<file path="src/rtl/odt_term_ctrl.sv">
module odt_term_ctrl #(
  parameter int DEPTH = 16,
  parameter int H4    = 4,
  parameter int H8    = 6
) (
  input  logic       clk,
  input  logic       rst,
  input  logic       odt_in,
  input  logic       wr_cmd,
  input  logic       bl8_sel,
  input  logic [3:0] cwl,
  input  logic [3:0] al,
  input  logic [2:0] rtt_code,
  input  logic       dll_locked,
  output logic       term_en,
  output logic       hold_viol,
  output logic       cfg_err
);
  localparam int TW = $clog2(DEPTH + 1);
  localparam int IW = $clog2(DEPTH);
  localparam int HW = $clog2(H8 + 1);

  logic [DEPTH-1:0] dly;
  int               lat_raw;
  logic [TW-1:0]    tap;
  logic [IW-1:0]    idx;
  logic             term_d, gate, odt_q;
  logic [HW-1:0]    rem, rem_dec, rem_wr, rem_restart;

  assign lat_raw = int'(cwl) + int'(al) - 2;
  assign cfg_err = (lat_raw < 0) || (lat_raw > DEPTH);
  assign tap     = (lat_raw < 0) ? '0 : (lat_raw > DEPTH) ? TW'(DEPTH) : TW'(lat_raw);
  assign idx     = IW'(tap - TW'(1));
  assign term_d  = (tap == '0) ? odt_in : dly[idx];
  assign gate    = dll_locked && (rtt_code != 3'b000);

  always_ff @(posedge clk) begin
    if (rst) begin
      dly     <= '0;
      term_en <= 1'b0;
    end else begin
      dly     <= {dly[DEPTH-2:0], odt_in};
      term_en <= gate && term_d;
    end
  end

  assign rem_dec     = (rem == '0) ? '0 : rem - 1'b1;
  assign rem_wr      = bl8_sel ? HW'(H8 - 1) : HW'(H4 - 1);
  assign rem_restart = (rem_dec > rem_wr) ? rem_dec : rem_wr;

  always_ff @(posedge clk) begin
    if (rst) begin
      odt_q     <= 1'b0;
      rem       <= '0;
      hold_viol <= 1'b0;
    end else begin
      odt_q     <= odt_in;
      hold_viol <= !odt_in && odt_q && (rem != '0);
      if (!odt_in)     rem <= '0;
      else if (wr_cmd) rem <= rem_restart;
      else if (!odt_q) rem <= HW'(H4 - 1);
      else             rem <= rem_dec;
    end
  end

  p_reset_clear_r1: assert property (@(posedge clk) rst |=> (!term_en && !hold_viol));
  p_rtt_gate_r4: assert property (@(posedge clk) disable iff (rst)
    (rtt_code == 3'b000) |=> !term_en);
  p_dll_gate_r5: assert property (@(posedge clk) disable iff (rst)
    !dll_locked |=> !term_en);
  p_viol_on_low_r6: assert property (@(posedge clk) disable iff (rst)
    hold_viol |-> !$past(odt_in));
  p_rem_bound_r7: assert property (@(posedge clk) disable iff (rst)
    rem <= HW'(H8 - 1));
  p_viol_pulse_r8: assert property (@(posedge clk) disable iff (rst)
    hold_viol |=> !hold_viol);
  p_clamp_r9: assert property (@(posedge clk) disable iff (rst)
    cfg_err |-> (tap == '0 || tap == TW'(DEPTH)));
endmodule

</file>
<file path="config.mk">
export PLATFORM = sky130hd
export DESIGN_NAME = odt_term_ctrl
export DESIGN_NICKNAME = d
export VERILOG_FILES = /design/src/rtl/odt_term_ctrl.sv
export SDC_FILE = /design/constraint.sdc
export NUM_CORES = 1
export LEC_CHECK = 0
export CORE_MARGIN = 2
export CORE_UTILIZATION = 40
export CTS_CLUSTER_DIAMETER = 50
export DETAILED_ROUTE_END_ITERATION = 12
export GPL_TIMING_DRIVEN = 0
export SYNTH_ARGS = -nofsm -noshare
export SYNTH_HDL_FRONTEND = slang
export SYNTH_SLANG_ARGS = --single-unit
</file>
<file path="constraint.sdc">
create_clock -name clk -period 4.7 [get_ports clk]
set_input_delay 0.705 -clock clk [delete_from_list [all_inputs] [get_ports clk]]
set_output_delay 0.705 -clock clk [all_outputs]
set_load 0.1 [all_outputs]
</file>
Yosys cells after proc, flatten, opt, wreduce, memory -nomap -nowiden
Cells that the tools add are included.
{"block": "op_classes", "n_addsub": 4, "magnitude_cmp": 4, "n_mux": 10, "bitwise": 1, "reduce_logical": 11}
{"op": "3-bit 2-to-1 mux", "count": 5}
{"op": "5-bit 2-to-1 mux", "count": 2}
{"op": "6-bit greater-than comparator (second input constant)", "count": 1}
{"op": "6-bit by 1-bit < comparator with 1-bit output (second input constant)", "count": 1}
{"op": "3-bit nonzero test", "count": 2}
{"op": "5-bit by 2-bit subtractor with 6-bit output (second input constant)", "count": 1}
{"op": "4-bit by 4-bit adder with 5-bit output", "count": 1}
{"op": "5-bit logical NOT", "count": 1}
{"op": "4-bit by 5-bit < comparator with 1-bit output (second input constant)", "count": 1}
{"op": "1-bit binary-select mux with 4-bit select", "count": 1}
{"op": "1-bit logical AND", "count": 4}
{"op": "4-bit by 1-bit subtractor with 4-bit output (second input constant)", "count": 1}
{"op": "3-bit greater-than comparator", "count": 1}
{"op": "3-bit logical NOT", "count": 1}
{"op": "3-bit by 1-bit subtractor with 3-bit output (second input constant)", "count": 1}
{"op": "1-bit 2-to-1 mux", "count": 2}
{"op": "2-bit OR reduction", "count": 1}
{"op": "1-bit logical NOT", "count": 1}
{"op": "1-bit logical OR", "count": 1}
{"op": "1-bit NOT", "count": 1}
{"block": "totals", "reg_bits": 22, "in_bits": 17, "output_inout_bits": 3}

Depth between registers and ports, before layout
{"block": "depth", "ltp_word": 10, "ltp_mapped": 17, "mapped_depth_nobuf": 16}

Worst setup path after synthesis
No wires, ideal clock.
{"block": "synth_path", "path_type": "in2reg", "from": "input port cwl[1]", "to": "register term_en", "setup_time_ps": 84, "arrival_time_ps": 4080, "t_required_ps": 4616, "setup_slack_ps": 536, "cell_stages": 17, "path_buffers": 1, "cell_sequence": "inv_1 > ha_1 > inv_1 > ha_1 > inv_1 > fa_1 > nor3b_4 > a31oi_1 > o221a_2 > nand2b_1 > ha_1 > clkbuf_8 > nand3_1 > a311oi_1 > o2bb2ai_1 > o221a_2 > o31ai_2"}
{"block": "synth_between", "elab_chain_cells": 10}
{"item": "start, declared", "line_no": "11", "source": "input logic [3:0] cwl,"}
{"item": "4-bit by 4-bit adder with 5-bit output *", "line_no": "30", "source": "assign lat_raw = int'(cwl) + int'(al) - 2;"}
{"item": "5-bit by 2-bit subtractor with 6-bit output *", "line_no": "30"}
{"item": "6-bit greater-than comparator", "line_no": "32", "source": "assign tap = (lat_raw < 0) ? '0 : (lat_raw > DEPTH) ? TW'(DEPTH) : TW'(lat_raw);"}
{"item": "5-bit 2-to-1 mux", "line_no": "32"}
{"item": "5-bit 2-to-1 mux *", "line_no": "32"}
{"item": "4-bit by 1-bit subtractor with 4-bit output", "line_no": "33", "source": "assign idx = IW'(tap - TW'(1));"}
{"item": "1-bit binary-select mux with 4-bit select", "line_no": "34", "source": "assign term_d = (tap == '0) ? odt_in : dly[idx];"}
{"item": "1-bit 2-to-1 mux (implied by the code)", "line_no": "34"}
{"item": "1-bit 2-to-1 mux *", "line_no": "34"}
{"item": "1-bit logical AND *", "line_no": "43", "source": "term_en <= gate && term_d;"}
{"item": "end signal, assigned", "line_no": "43"}
{"item": "end, declared", "line_no": "15", "source": "output logic term_en,"}
Every way passes the cells marked *; elsewhere a longest branch is shown, timed or not. The select of a mux whose other input is x is not followed.
A chain may end at the register's enable or synchronous reset.

Worst setup path after layout
{"block": "layout_path", "from": "input port cwl[1]", "to": "output port cfg_err"}
{"block": "layout_between", "elab_chain_cells": 4}
{"item": "4-bit by 4-bit adder with 5-bit output *", "line_no": "30"}
{"item": "5-bit by 2-bit subtractor with 6-bit output *", "line_no": "30"}
{"item": "6-bit by 1-bit < comparator with 1-bit output / 6-bit greater-than comparator (equally long branches)", "line_no": "31", "source": "assign cfg_err = (lat_raw < 0) || (lat_raw > DEPTH);"}
{"item": "1-bit logical OR *", "line_no": "31"}
{"item": "end, declared", "line_no": "17", "source": "output logic cfg_err"}
Every way passes the cells marked *; elsewhere a longest branch is shown, timed or not.

==> flow_summary_export.csv <==
group,metric,value,unit
outcome,outcome,"completed",
critical_path,critical_path_class,"in -> out",
sta,report.final.slew_viol_count,0,
routing,drc_violations,0,
logic_synthesis,syn-cell-area,1320,um2
clock_tree,clk_pin_slew,0.11,ns
clock_tree,tritoncts.num_buffers,3,
clock_tree,postCtsHoldBufs,0,
critical_path,timing.critical_path.required,3.99,ns
clock_tree,clock_tree.htree_level_count,1,
sta,setup_violations,0,
sta,timing_worst_slew_pin_value,0.969,ns
pwr,power.density,288,nW/um2
sta,min_period,4.49,ns
logic_synthesis,synth_largest_area_cell,"sky130_fd_sc_hd__dfxtp_1",
logic_synthesis,avgSynthCellArea,9.27,um2
logic_synthesis,top_reg_cell_synth,"sky130_fd_sc_hd__dfxtp_1",
critical_path,crit_path_start_kind,"input port",
logic_synthesis,cell_with_the_most_instances_after_synthesis,"sky130_fd_sc_hd__dfxtp_1",
die,dieArea,3770,um2
job,max_cap_violations,0,
clock_tree,cts.sinks,21,
logic_synthesis,mappedNetlistNets,172,
sta,rsz0062_at_grt,"no",
final_layout,final_layout_size_suffix_gt1_share,12.1,%
clock_tree,max-clock-path-buffers,2,
final_layout,num-fill-cells,312,
die,die_width,61.4,um
logic_synthesis,yosysUniqueCellTypes,38,
final_layout,antenna-diode-count,0,
sta,fmaxAchievable,222,MHz
sta,hold_viol,0,
logic_synthesis,netlist_top_cells_area,"sky130_fd_sc_hd__dfxtp_1 (32%), sky130_fd_sc_hd__ha_1 (11%), sky130_fd_sc_hd__nor2b_1 (7.6%)",
logic_synthesis,netlist_instances,142,
sta,slew_headroom,35.2,%
die,design.portCount,20,
pwr,p_leak,0.669,nW
critical_path,cp-end-kind,"output pin",
logic_synthesis,synth-edff-count,0,
pwr,power.ir.vdd_worst,0.000187,V
final_layout,layoutNonFillerInstCount,209,
logic_synthesis,ys_ff_latch,21,
routing,total_number_of_vias,1007,
global_route,grt_antenna_before_repair,0,
logic_synthesis,synth_largest_type_area_fraction,31.9,%
clock_tree,cts-root-buf,"sky130_fd_sc_hd__clkbuf_4",
global_route,grt_start_max_net_pins,13,
logic_synthesis,yosysSeqAreaShare,31.9,%
placed_design,placedCellCount,205,
critical_path,cp_max_fo,7,
sta,fin_crit_sh,95.6,%
die,core-area,3100,um2
routing,detail_route.wl_per_cell,11.1,um
logic_synthesis,total_number_of_yosys_warnings,0,
final_layout,area.growth.synth_to_final,20.6,%
placed_design,globalplace.congestion,0.810,
logic_synthesis,synth-async-reset-ratio,0,%
routing,firstDrtPassIters,4,
global_route,first_global_vias,970,
die,initial_utilization,42.4,%
clock_tree,cts_tree,"built",
global_route,track_usage,13.8,%
routing,total_routed_wirelength,2320,um
global_route,wire_length_of_the_first_global_routing_pass,3950,um
final_layout,fin_nets,196,
die,floorplan.rows,20,
clock_tree,clock_insertion_delay_worst_skew,0.29,ns
global_route,grt_overflow,0,
routing,drt_first_iter_violations,12,
placed_design,place.port_buffers,19,
critical_path,crit_arrival,3.79,ns
sta,totalNegativeSetupSlack,0,ns
worst_hold_path,min_path_type,"reg -> reg",
placed_design,dp.final_hpwl,1880,um
sta,fin_worst_skew,0.000869,ns
die,die_y,61.4,um
logic_synthesis,synth_commonest_cells,"sky130_fd_sc_hd__dfxtp_1 (21), sky130_fd_sc_hd__inv_1 (20), sky130_fd_sc_hd__nor2b_1 (16)",
routing,avgViaCountPerCell,4.82,
routing,route.antenna.remaining_nets,0,
## flip-flops by register name, summed over array words and instances, names as in the netlist
register	flops
dly	16
term_en	1
rem	3
hold_viol	1
## through the flow
stage / total power [mW] / utilization [%] / area (um2) / hold slack, ns / setup slack (ns)
detailed placement: 0.379 / 50.3 / 1560 / 0.448 / -0.0869
CTS: 0.463 / 51.2 / 1590 / 0.469 / 0.192
global placement: 0.376 / 50.3 / 1560 / 0.441 / -0.0331
floorplan: 0.335 / - / 1320 / 0.432 / 0.536
finish: 0.457 / 51.2 / 1590 / 0.469 / 0.206
global route: 0.488 / 51.2 / 1590 / 0.484 / 0.0302
## cell usage in the layout, fill, tap and decap left out, drive strengths merged, types with 2 or more instances in the layout
cell | synthesis | routed
clkdlybuf4s50 | 0 | 18
mux2i | 5 | 5
o22ai | 2 | 2
dfxtp | 21 | 21
o221a | 2 | 2
o21ai | 3 | 3
a21oi | 5 | 5
nand3 | 2 | 2
nor3b | 3 | 3
ha | 12 | 12
nor2 | 8 | 8
nand2b | 6 | 6
nor3 | 6 | 6
mux4 | 2 | 2
inv | 20 | 20
clkbuf | 2 | 5
and3 | 3 | 3
nor2b | 16 | 16
a311oi | 2 | 2
nand2 | 7 | 7
xnor2 | 3 | 3
## critical path, stage by stage
cell	delay (ns)
sky130_fd_sc_hd__clkdlybuf4s50_1	0.45
sky130_fd_sc_hd__inv_1	0.04
sky130_fd_sc_hd__ha_1	0.28
sky130_fd_sc_hd__inv_1	0.06
sky130_fd_sc_hd__ha_1	0.16
sky130_fd_sc_hd__inv_1	0.06
sky130_fd_sc_hd__fa_1	0.56
sky130_fd_sc_hd__nor3b_4	0.22
sky130_fd_sc_hd__a31oi_1	0.19
sky130_fd_sc_hd__o221a_2	0.22
sky130_fd_sc_hd__dlygate4sd2_1	0.85
## layout make-up
class | instances | area, um2 | area share [%]
Multi-Input combinational cell | 99 | 803 | 50.6
Sequential cell | 21 | 420 | 26.5
Timing Repair Buffer | 19 | 189 | 11.9
Inverter | 20 | 75.1 | 4.73
Tap cell | 44 | 55.1 | 3.47
Clock buffer | 3 | 22.5 | 1.42
Buffer | 2 | 17.5 | 1.10
Clock inverter | 1 | 5.00 | 0.315
## logic make-up (layout without fill, tap and decap cells)
kind of cell / after synthesis / count (layout) / share of synthesized area, %
mux: 8 / 8 / 8.36
simple gates: 54 / 54 / 24.7
flops: 21 / 21 / 31.9
xor+xnor: 4 / 4 / 3.23
compound gates: 20 / 20 / 11.8
fa+ha+maj: 13 / 13 / 12.9
buf+inv: 22 / 45 / 7.03
## per-layer routing
layer | vias up | track usage, % | routed length [um]
met4 | 0 | 4.56 | 27
li1 | 525 | - | -
met2 | 23 | 23.4 | 1070
met3 | 4 | 2.10 | 101
met1 | 455 | 18.0 | 1120
met5 | - | 0 | 0
## path summary, 6_finish.rpt
check	cells after the start	from	slack, ns	to
worst max-delay path	11	cwl[1]	0.21	cfg_err
worst min-delay path	1	dly[5]	0.47	dly[6]
worst min register to register	1	dly[5]	0.47	dly[6]
worst max register to register	6	rem[1]	3.37	rem[0]
## repair_timing
action	CTS	global route
setup endpoints to repair	1	0
resized for setup	1	0
setup buffers	0	0
## power breakdown
| group | internal (mW) | switching [mW] | leakage, nW |
|---|---|---|---|
| Sequential | 0.182 | 0.00276 | 0.170 |
| Combinational | 0.0837 | 0.105 | 0.481 |
| Clock | 0.0316 | 0.0518 | 0.0177 |
No activity file was read; power rests on OpenSTA's default activity.
